$ cat src/rtl/tls_pkg.sv
package tls_pkg;
  parameter int LINE_AW  = 6;
  parameter int SEL_W    = 6;
  parameter int DATA_W   = 8;
  localparam int LINE_LEN = 1 << SEL_W;
  localparam int CNT_W    = SEL_W + 1;

  localparam logic [DATA_W-1:0] ASCII_LF = 8'h0A;

  localparam logic MODE_LF  = 1'b0;
  localparam logic MODE_CNT = 1'b1;

  typedef enum logic {ST_IDLE, ST_SEND} stream_state_e;
endpackage

$ cat src/rtl/tls_reset_sync.sv
module tls_reset_sync (
  input  logic clk,
  input  logic rst_n,
  output logic rst_n_sync
);
  logic [1:0] sync_q;

  always_ff @(posedge clk or negedge rst_n) begin
    if (!rst_n) sync_q <= 2'b00;
    else        sync_q <= {sync_q[0], 1'b1};
  end

  assign rst_n_sync = sync_q[1];
endmodule

$ cat src/rtl/line_text_rom.sv
module line_text_rom
  import tls_pkg::*;
(
  input  logic [LINE_AW-1:0] line_i,
  input  logic [SEL_W-1:0]   sel_i,
  output logic [DATA_W-1:0]  char_o
);
  localparam int          GREET_LEN = 6;
  localparam logic [8*GREET_LEN-1:0] GREET_STR = "HELLO\n";
  localparam int          NOTE_LEN  = 10;
  localparam logic [8*NOTE_LEN-1:0]  NOTE_STR  = "NO NEWLINE";

  // Leftmost string character sits in the top byte; cursor 0 maps there.
  function automatic logic [DATA_W-1:0] text_char(input logic [LINE_AW-1:0] l,
                                                  input logic [SEL_W-1:0] s);
    int li;
    int si;
    li = int'(l);
    si = int'(s);
    if (li == 0) begin
      if (si < GREET_LEN) return GREET_STR[8*(GREET_LEN-1-si) +: 8];
      return 8'h20;
    end
    if (li == 1) begin
      if (si < NOTE_LEN) return NOTE_STR[8*(NOTE_LEN-1-si) +: 8];
      return 8'h2E;
    end
    if (si < li)  return DATA_W'(65 + ((li + si) % 26));
    if (si == li) return ASCII_LF;
    return 8'h20;
  endfunction

  always_comb begin
    char_o = text_char(line_i, sel_i);
  end
endmodule

$ cat src/rtl/stream_cursor.sv
module stream_cursor
  import tls_pkg::*;
(
  input  logic             clk,
  input  logic             rst_n,
  input  logic             clr_i,
  input  logic             adv_i,
  output logic [SEL_W-1:0] idx_o,
  output logic             at_max_o
);
  logic [SEL_W-1:0] idx_q;
  logic [SEL_W-1:0] idx_d;
  logic             idx_en;

  always_comb begin
    idx_en = clr_i | adv_i;
    idx_d  = clr_i ? '0 : idx_q + 1'b1;
  end

  always_ff @(posedge clk or negedge rst_n) begin
    if (!rst_n)      idx_q <= '0;
    else if (idx_en) idx_q <= idx_d;
  end

  assign idx_o    = idx_q;
  assign at_max_o = (idx_q == '1);
endmodule

$ cat src/rtl/stream_ctrl.sv
module stream_ctrl
  import tls_pkg::*;
(
  input  logic               clk,
  input  logic               rst_n,
  input  logic               start_i,
  input  logic               mode_i,
  input  logic [LINE_AW-1:0] line_i,
  input  logic [CNT_W-1:0]   count_i,
  input  logic [DATA_W-1:0]  char_i,
  input  logic [SEL_W-1:0]   idx_i,
  input  logic               at_max_i,
  input  logic               out_ready_i,
  output logic               out_valid_o,
  output logic               done_o,
  output logic               busy_o,
  output logic [LINE_AW-1:0] line_o,
  output logic               cur_clr_o,
  output logic               cur_adv_o
);
  stream_state_e      state_q, state_d;
  logic [LINE_AW-1:0] line_q;
  logic               mode_q;
  logic [CNT_W-1:0]   limit_q;
  logic               done_q, done_d;
  logic               load_en;
  logic               fire;
  logic               last;
  logic [CNT_W-1:0]   clamped;
  logic [CNT_W-1:0]   idx_plus;

  always_comb begin
    clamped  = (count_i > CNT_W'(LINE_LEN)) ? CNT_W'(LINE_LEN) : count_i;
    load_en  = (state_q == ST_IDLE) && start_i;
    fire     = (state_q == ST_SEND) && out_ready_i;
    idx_plus = CNT_W'(idx_i) + CNT_W'(1);
    if (mode_q == MODE_LF) last = (char_i == ASCII_LF) || at_max_i;
    else                   last = (idx_plus == limit_q);

    state_d   = state_q;
    done_d    = 1'b0;
    cur_clr_o = 1'b0;
    cur_adv_o = 1'b0;
    case (state_q)
      ST_IDLE: begin
        if (start_i) begin
          if (mode_i == MODE_CNT && clamped == '0) begin
            done_d = 1'b1;
          end else begin
            state_d   = ST_SEND;
            cur_clr_o = 1'b1;
          end
        end
      end
      ST_SEND: begin
        if (fire) begin
          if (last) begin
            state_d = ST_IDLE;
            done_d  = 1'b1;
          end else begin
            cur_adv_o = 1'b1;
          end
        end
      end
      default: state_d = ST_IDLE;
    endcase
  end

  always_ff @(posedge clk or negedge rst_n) begin
    if (!rst_n) begin
      state_q <= ST_IDLE;
      done_q  <= 1'b0;
    end else begin
      state_q <= state_d;
      done_q  <= done_d;
    end
  end

  always_ff @(posedge clk or negedge rst_n) begin
    if (!rst_n) begin
      line_q  <= '0;
      mode_q  <= MODE_LF;
      limit_q <= '0;
    end else if (load_en) begin
      line_q  <= line_i;
      mode_q  <= mode_i;
      limit_q <= clamped;
    end
  end

  assign out_valid_o = (state_q == ST_SEND);
  assign busy_o      = (state_q == ST_SEND);
  assign done_o      = done_q;
  assign line_o      = line_q;

  assert_hold_stall_R7: assert property (@(posedge clk) disable iff (!rst_n)
    (out_valid_o && !out_ready_i) |=> (out_valid_o && $stable(char_i)));

  assert_cursor_step_R3: assert property (@(posedge clk) disable iff (!rst_n)
    cur_adv_o |=> (idx_i == SEL_W'($past(idx_i) + 1'b1)));

  assert_count_bound_R5: assert property (@(posedge clk) disable iff (!rst_n)
    (out_valid_o && mode_q == MODE_CNT) |-> (CNT_W'(idx_i) < limit_q));

  assert_zero_count_R6: assert property (@(posedge clk) disable iff (!rst_n)
    (load_en && mode_i == MODE_CNT && count_i == '0) |=> (done_o && !out_valid_o));

  assert_start_ignored_R8: assert property (@(posedge clk) disable iff (!rst_n)
    (busy_o && start_i) |=> ($stable(line_q) && $stable(limit_q) && $stable(mode_q)));
endmodule

$ cat src/rtl/text_line_streamer.sv
module text_line_streamer
  import tls_pkg::*;
(
  input  logic               clk,
  input  logic               rst_n,
  input  logic               start_i,
  input  logic               mode_i,
  input  logic [LINE_AW-1:0] line_i,
  input  logic [CNT_W-1:0]   count_i,
  input  logic               out_ready_i,
  output logic               out_valid_o,
  output logic [DATA_W-1:0]  out_data_o,
  output logic               done_o,
  output logic               busy_o
);
  logic               rst_n_s;
  logic [LINE_AW-1:0] line_q;
  logic [SEL_W-1:0]   idx;
  logic               at_max;
  logic               cur_clr;
  logic               cur_adv;
  logic [DATA_W-1:0]  rom_char;

  tls_reset_sync i_rst_sync (
    .clk        (clk),
    .rst_n      (rst_n),
    .rst_n_sync (rst_n_s)
  );

  line_text_rom i_rom (
    .line_i (line_q),
    .sel_i  (idx),
    .char_o (rom_char)
  );

  stream_cursor i_cursor (
    .clk      (clk),
    .rst_n    (rst_n_s),
    .clr_i    (cur_clr),
    .adv_i    (cur_adv),
    .idx_o    (idx),
    .at_max_o (at_max)
  );

  stream_ctrl i_ctrl (
    .clk         (clk),
    .rst_n       (rst_n_s),
    .start_i     (start_i),
    .mode_i      (mode_i),
    .line_i      (line_i),
    .count_i     (count_i),
    .char_i      (rom_char),
    .idx_i       (idx),
    .at_max_i    (at_max),
    .out_ready_i (out_ready_i),
    .out_valid_o (out_valid_o),
    .done_o      (done_o),
    .busy_o      (busy_o),
    .line_o      (line_q),
    .cur_clr_o   (cur_clr),
    .cur_adv_o   (cur_adv)
  );

  assign out_data_o = rom_char;
endmodule

$ cat config.mk
export PLATFORM = sky130hd
export DESIGN_NAME = text_line_streamer
export DESIGN_NICKNAME = d
export VERILOG_FILES = /design/src/rtl/tls_pkg.sv /design/src/rtl/tls_reset_sync.sv /design/src/rtl/line_text_rom.sv /design/src/rtl/stream_cursor.sv /design/src/rtl/stream_ctrl.sv /design/src/rtl/text_line_streamer.sv
export SDC_FILE = /design/constraint.sdc
export NUM_CORES = 1
export LEC_CHECK = 0
export ABC_AREA = 0
export BUFFER_PORTS_ARGS = -buffer_cell sky130_fd_sc_hd__buf_2
export CAP_MARGIN = 20
export CORE_ASPECT_RATIO = 1.1
export CORE_MARGIN = 1
export CORE_UTILIZATION = 37
export DETAILED_ROUTE_END_ITERATION = 10
export GPL_ROUTABILITY_DRIVEN = 0
export HOLD_SLACK_MARGIN = 0.05
export PLACE_DENSITY = 0.63
export SETUP_SLACK_MARGIN = 0.2
export SYNTH_ARGS = -nofsm -noshare
export SYNTH_HDL_FRONTEND = slang
export SYNTH_SLANG_ARGS = --single-unit
$ cat constraint.sdc
create_clock -name clk -period 5.4 [get_ports clk]
set_input_delay 0.81 -clock clk [delete_from_list [all_inputs] [get_ports clk]]
set_output_delay 0.81 -clock clk [all_outputs]
set_load 0.01 [all_outputs]
==> flow_summary.html <==
<table>
<tr><th>Metric</th><th>Value</th></tr>
<tr><th colspan="2">Worst setup path</th></tr>
<tr><td>Crit path kind</td><td>reg -&gt; out</td></tr>
<tr><td>Critical path's largest stage delay</td><td>430 ps</td></tr>
<tr><td>Startpoint type of the worst setup path</td><td>flip-flop</td></tr>
<tr><td>Cell repeated most along the worst path</td><td>sky130_fd_sc_hd__o21a_1</td></tr>
<tr><td>Critical-path cell list</td><td>ha_4 &gt; fa_2 &gt; nor2b_4 &gt; o21a_1 &gt; o21a_1 &gt; a2111oi_4 &gt; nor2_1 &gt; ha_1 &gt; nor4b_4 &gt; a22oi_4 &gt; and2_4 &gt; a221oi_4 &gt; nand2_2 &gt; xor2_2 &gt; ha_2 &gt; inv_4 &gt; a211oi_2 &gt; a22oi_1 &gt; a32oi_1 &gt; mux2i_1 &gt; a31o_2 &gt; buf_6</td></tr>
<tr><td>Slowest cell on crit path</td><td>sky130_fd_sc_hd__dfrtp_2</td></tr>
<tr><td>Number of buffer and inverter stages on the critical path</td><td>2</td></tr>
<tr><td>Highest net fanout along the worst path</td><td>5</td></tr>
<tr><td>Worst path top cell family by delay</td><td>compound AO/OA/AOI/OAI gates</td></tr>
<tr><td>Data required time of the critical path</td><td>4590 ps</td></tr>
<tr><td>Element type at the critical path end</td><td>output port</td></tr>
<tr><td>Worst path arrival time</td><td>4810 ps</td></tr>
<tr><th colspan="2">Placed design</th></tr>
<tr><td>Count of port buffers added during placement</td><td>28</td></tr>
<tr><td>HPWL reported at the end of detailed placement</td><td>6.32 mm</td></tr>
<tr><th colspan="2">Synthesis</th></tr>
<tr><td>Sequential cell area fraction in the yosys report</td><td>0.202</td></tr>
<tr><td>Count of distinct cell types in the synthesized netlist</td><td>70</td></tr>
<tr><td>Total standard cell area after synthesis</td><td>0.00297 mm²</td></tr>
<tr><td>Post-synth EDFFs</td><td>0</td></tr>
<tr><td>Library cell with the highest instance count after synthesis</td><td>sky130_fd_sc_hd__nand2_1</td></tr>
<tr><td>Area share of the largest cell type after synthesis</td><td>0.202</td></tr>
<tr><td>Async set-or-reset flop fraction in the synthesized netlist</td><td>1.00</td></tr>
<tr><td>Most common library cells after synthesis</td><td>sky130_fd_sc_hd__nand2_1 (39), sky130_fd_sc_hd__nor2_1 (33), sky130_fd_sc_hd__a21oi_1 (26), sky130_fd_sc_hd__dfrtp_1 (24), sky130_fd_sc_hd__o21ai_0 (22)</td></tr>
<tr><td>Synthesis-stage register bit count</td><td>24</td></tr>
<tr><td>Average cell area after synthesis</td><td>7.74 µm²</td></tr>
<tr><td>Top FF cell, synth</td><td>sky130_fd_sc_hd__dfrtp_1</td></tr>
<tr><td>Count of mapped cells out of synthesis</td><td>384</td></tr>
<tr><td>Count of synthesis-stage warnings from yosys</td><td>0</td></tr>
<tr><td>Net count of the mapped netlist</td><td>421</td></tr>
<tr><td>Largest area contributor in the synthesized netlist</td><td>sky130_fd_sc_hd__dfrtp_1</td></tr>
<tr><td>Area contributors post-synth</td><td>sky130_fd_sc_hd__dfrtp_1 (20%), sky130_fd_sc_hd__ha_1 (7.6%), sky130_fd_sc_hd__nand2_1 (4.9%)</td></tr>
<tr><th colspan="2">Clock tree</th></tr>
<tr><td>TritonCTS clock tree</td><td>done</td></tr>
<tr><td>CTS root buffer</td><td>sky130_fd_sc_hd__clkbuf_8</td></tr>
<tr><td>H-tree depth</td><td>1</td></tr>
<tr><td>Clock transition at the registers of the reported paths</td><td>80 ps</td></tr>
<tr><td>Insertion delay to the later sink of the worst-skew pair</td><td>260 ps</td></tr>
<tr><td>Maximum number of buffers from clock root to sink</td><td>2</td></tr>
<tr><td>TritonCTS sink count</td><td>24</td></tr>
<tr><td>Num CTS Buffers</td><td>3</td></tr>
<tr><th colspan="2">Floorplanning</th></tr>
<tr><td>Num rows</td><td>33</td></tr>
<tr><td>Effective utilization at floorplan</td><td>0.391</td></tr>
<tr><td>Die height</td><td>96.0 µm</td></tr>
<tr><td>Number of top-level design ports</td><td>29</td></tr>
<tr><td>Overall die area</td><td>0.00839 mm²</td></tr>
<tr><td>Standard cell core area</td><td>0.00760 mm²</td></tr>
<tr><td>Die boundary width</td><td>87.4 µm</td></tr>
<tr><th colspan="2">Global route</th></tr>
<tr><td>Global-route wire length before repair</td><td>13.9 mm</td></tr>
<tr><td>Total congestion overflow</td><td>0</td></tr>
<tr><td>Global Route Usage Sum</td><td>0.208</td></tr>
<tr><td>Number of global-route vias before repair</td><td>2872</td></tr>
<tr><td>Initial antenna violation count</td><td>0</td></tr>
<tr><td>Maximum number of pins on one net before global-route repair</td><td>23</td></tr>
<tr><th colspan="2">Status</th></tr>
<tr><td>Run status</td><td>complete, but fails checks</td></tr>
<tr><td>Violated checks</td><td>setup timing</td></tr>
<tr><th colspan="2">Route</th></tr>
<tr><td>Total detailed-routing wirelength</td><td>8.28 mm</td></tr>
<tr><td>Starting DRT DRC Count</td><td>153</td></tr>
<tr><td>Drt first pass iters</td><td>5</td></tr>
<tr><td>Total via count after detailed routing</td><td>3136</td></tr>
<tr><td>Number of design rule violations left after detail routing</td><td>0</td></tr>
<tr><td>Vias per cell</td><td>5.75</td></tr>
<tr><td>Number of routed nets with antenna violations</td><td>0</td></tr>
<tr><td>Per-cell routed wire length</td><td>15.2 µm</td></tr>
<tr><th colspan="2">Timing</th></tr>
<tr><td>Slew @ Worst Pin</td><td>865 ps</td></tr>
<tr><td>Final setup viols</td><td>7</td></tr>
<tr><td>Min setup slack post-route</td><td>-220 ps</td></tr>
<tr><td>Clock skew</td><td>3.31 ps</td></tr>
<tr><td>Post-layout minimum cycle time</td><td>5620 ps</td></tr>
<tr><td>Upper clock frequency limit</td><td>178 MHz</td></tr>
<tr><td>Final Hold Viols</td><td>0</td></tr>
<tr><td>Max-slew violations</td><td>0</td></tr>
<tr><td>Final period utilization</td><td>1.04</td></tr>
<tr><td>Smallest hold slack</td><td>309 ps</td></tr>
<tr><td>Relative slew margins</td><td>0.423</td></tr>
<tr><td>Setup repair after global routing missed its margin</td><td>yes</td></tr>
<tr><th colspan="2">Layout</th></tr>
<tr><td>Nets@finish</td><td>478</td></tr>
<tr><td>Fraction of layout instances using a drive strength above 1</td><td>0.305</td></tr>
<tr><td>Final core utilization</td><td>0.506</td></tr>
<tr><td>Antenna diode instance count</td><td>0</td></tr>
<tr><td>Growth of design area from synthesis to finish</td><td>29.3%</td></tr>
<tr><th colspan="2">Min path</th></tr>
<tr><td>HP Class</td><td>in -&gt; async</td></tr>
<tr><th colspan="2">Flow run</th></tr>
<tr><td>Max-Cap Viols</td><td>0</td></tr>
</table>
==> sequential cells by signal, summed over array words and instances (netlist names) <==
register and cells:
i_ctrl.limit_q 7, i_ctrl.line_o 6, i_cursor.idx_o 6, i_rst_sync.sync_q 2, i_ctrl.busy_o 1, i_ctrl.done_o 1, i_ctrl.mode_q 1
==> per-layer routing <==
layer  wire, µm  part of all wire  vias up  global-route usage
met2       4230              0.51       77               0.367
met4         70            0.0085        0              0.0546
met5          0                 0        -                   0
met1       3770              0.46     1518               0.274
li1           -                 -     1533                   -
met3        211             0.025        8              0.0146
==> stage by stage <==
stage | std cells | setup TNS (ps) | area, µm² | setup slack (ps)
floorplan | 384 | -297 | 3060 | -89.6
global placement | 530 | 0 | 3490 | 61.4
detailed placement | 530 | -156 | 3490 | -96.4
CTS | 540 | -583 | 3710 | -269
global route | 545 | -3800 | 3840 | -543
finish | 545 | -649 | 3840 | -220
==> final timing paths <==
kind	start	endpoint	slack (ps)	cells past startpoint
max in group asynchronous	i_rst_sync.sync_q[1]	i_ctrl.line_o[0]	4450	0
worst min-delay path	rst_n	i_rst_sync.sync_q[0]	310	1
min in group clk	i_rst_sync.sync_q[0]	i_rst_sync.sync_q[1]	360	0
worst min register to register	i_rst_sync.sync_q[1]	i_ctrl.line_o[3]	360	0
worst max-delay path	i_ctrl.line_o[0]	out_data_o[4]	-220	22
worst max register to register	i_ctrl.line_o[0]	i_cursor.idx_o[1]	-60	27
==> cell usage in the layout (no fill, tap or decap), drive strengths merged, types with 2 or more instances in the layout <==
cell type   n
a2111o      2
a2111oi     3
a211oi      2
a21o        2
a21oi      26
a221oi      4
a22oi       3
a31o        3
a31oi       6
and2        6
buf        69
clkbuf      3
dfrtp      24
ha         18
inv        19
mux2        9
mux2i       8
nand2      39
nand2b     10
nand3      10
nand4       6
nor2       36
nor2b       4
nor3       15
nor4        5
nor4b       2
o211ai      8
o21a        7
o21ai      25
o22a        2
o22ai       5
o31ai       8
o32ai       2
or2         4
or3         5
or4         3
xnor2      13
xor2        5
==> layout make-up <==
type	instances	area, µm²
clock inverter	1	30.0
timing repair buffer	69	478
clock buffer	3	41.3
tap	105	131
fill	743	3750
inverter	20	77.6
multi-input combinational	323	2480
sequential	24	604
==> cell families after synthesis <==
family,share of synthesized area
multiplexers,0.0611
adder cells (fa/ha/maj),0.0825
buffers and inverters,0.0505
flip-flops,0.202
AO/OA/AOI/OAI,0.296
XOR/XNOR,0.0531
AND/OR/NAND/NOR,0.254
other,0.00126
==> repair_timing <==
action                     in CTS  in global routing
hold buffers                    0                  0
pin swaps                      13                 11
buffers inserted                6                  5
hold endpoints to repair        0                  0
resized for setup              16                 20
setup endpoints to repair      13                 15
Power is not shown: default switching activity piles up to over one toggle a cycle in this logic, so the estimate is an artifact.
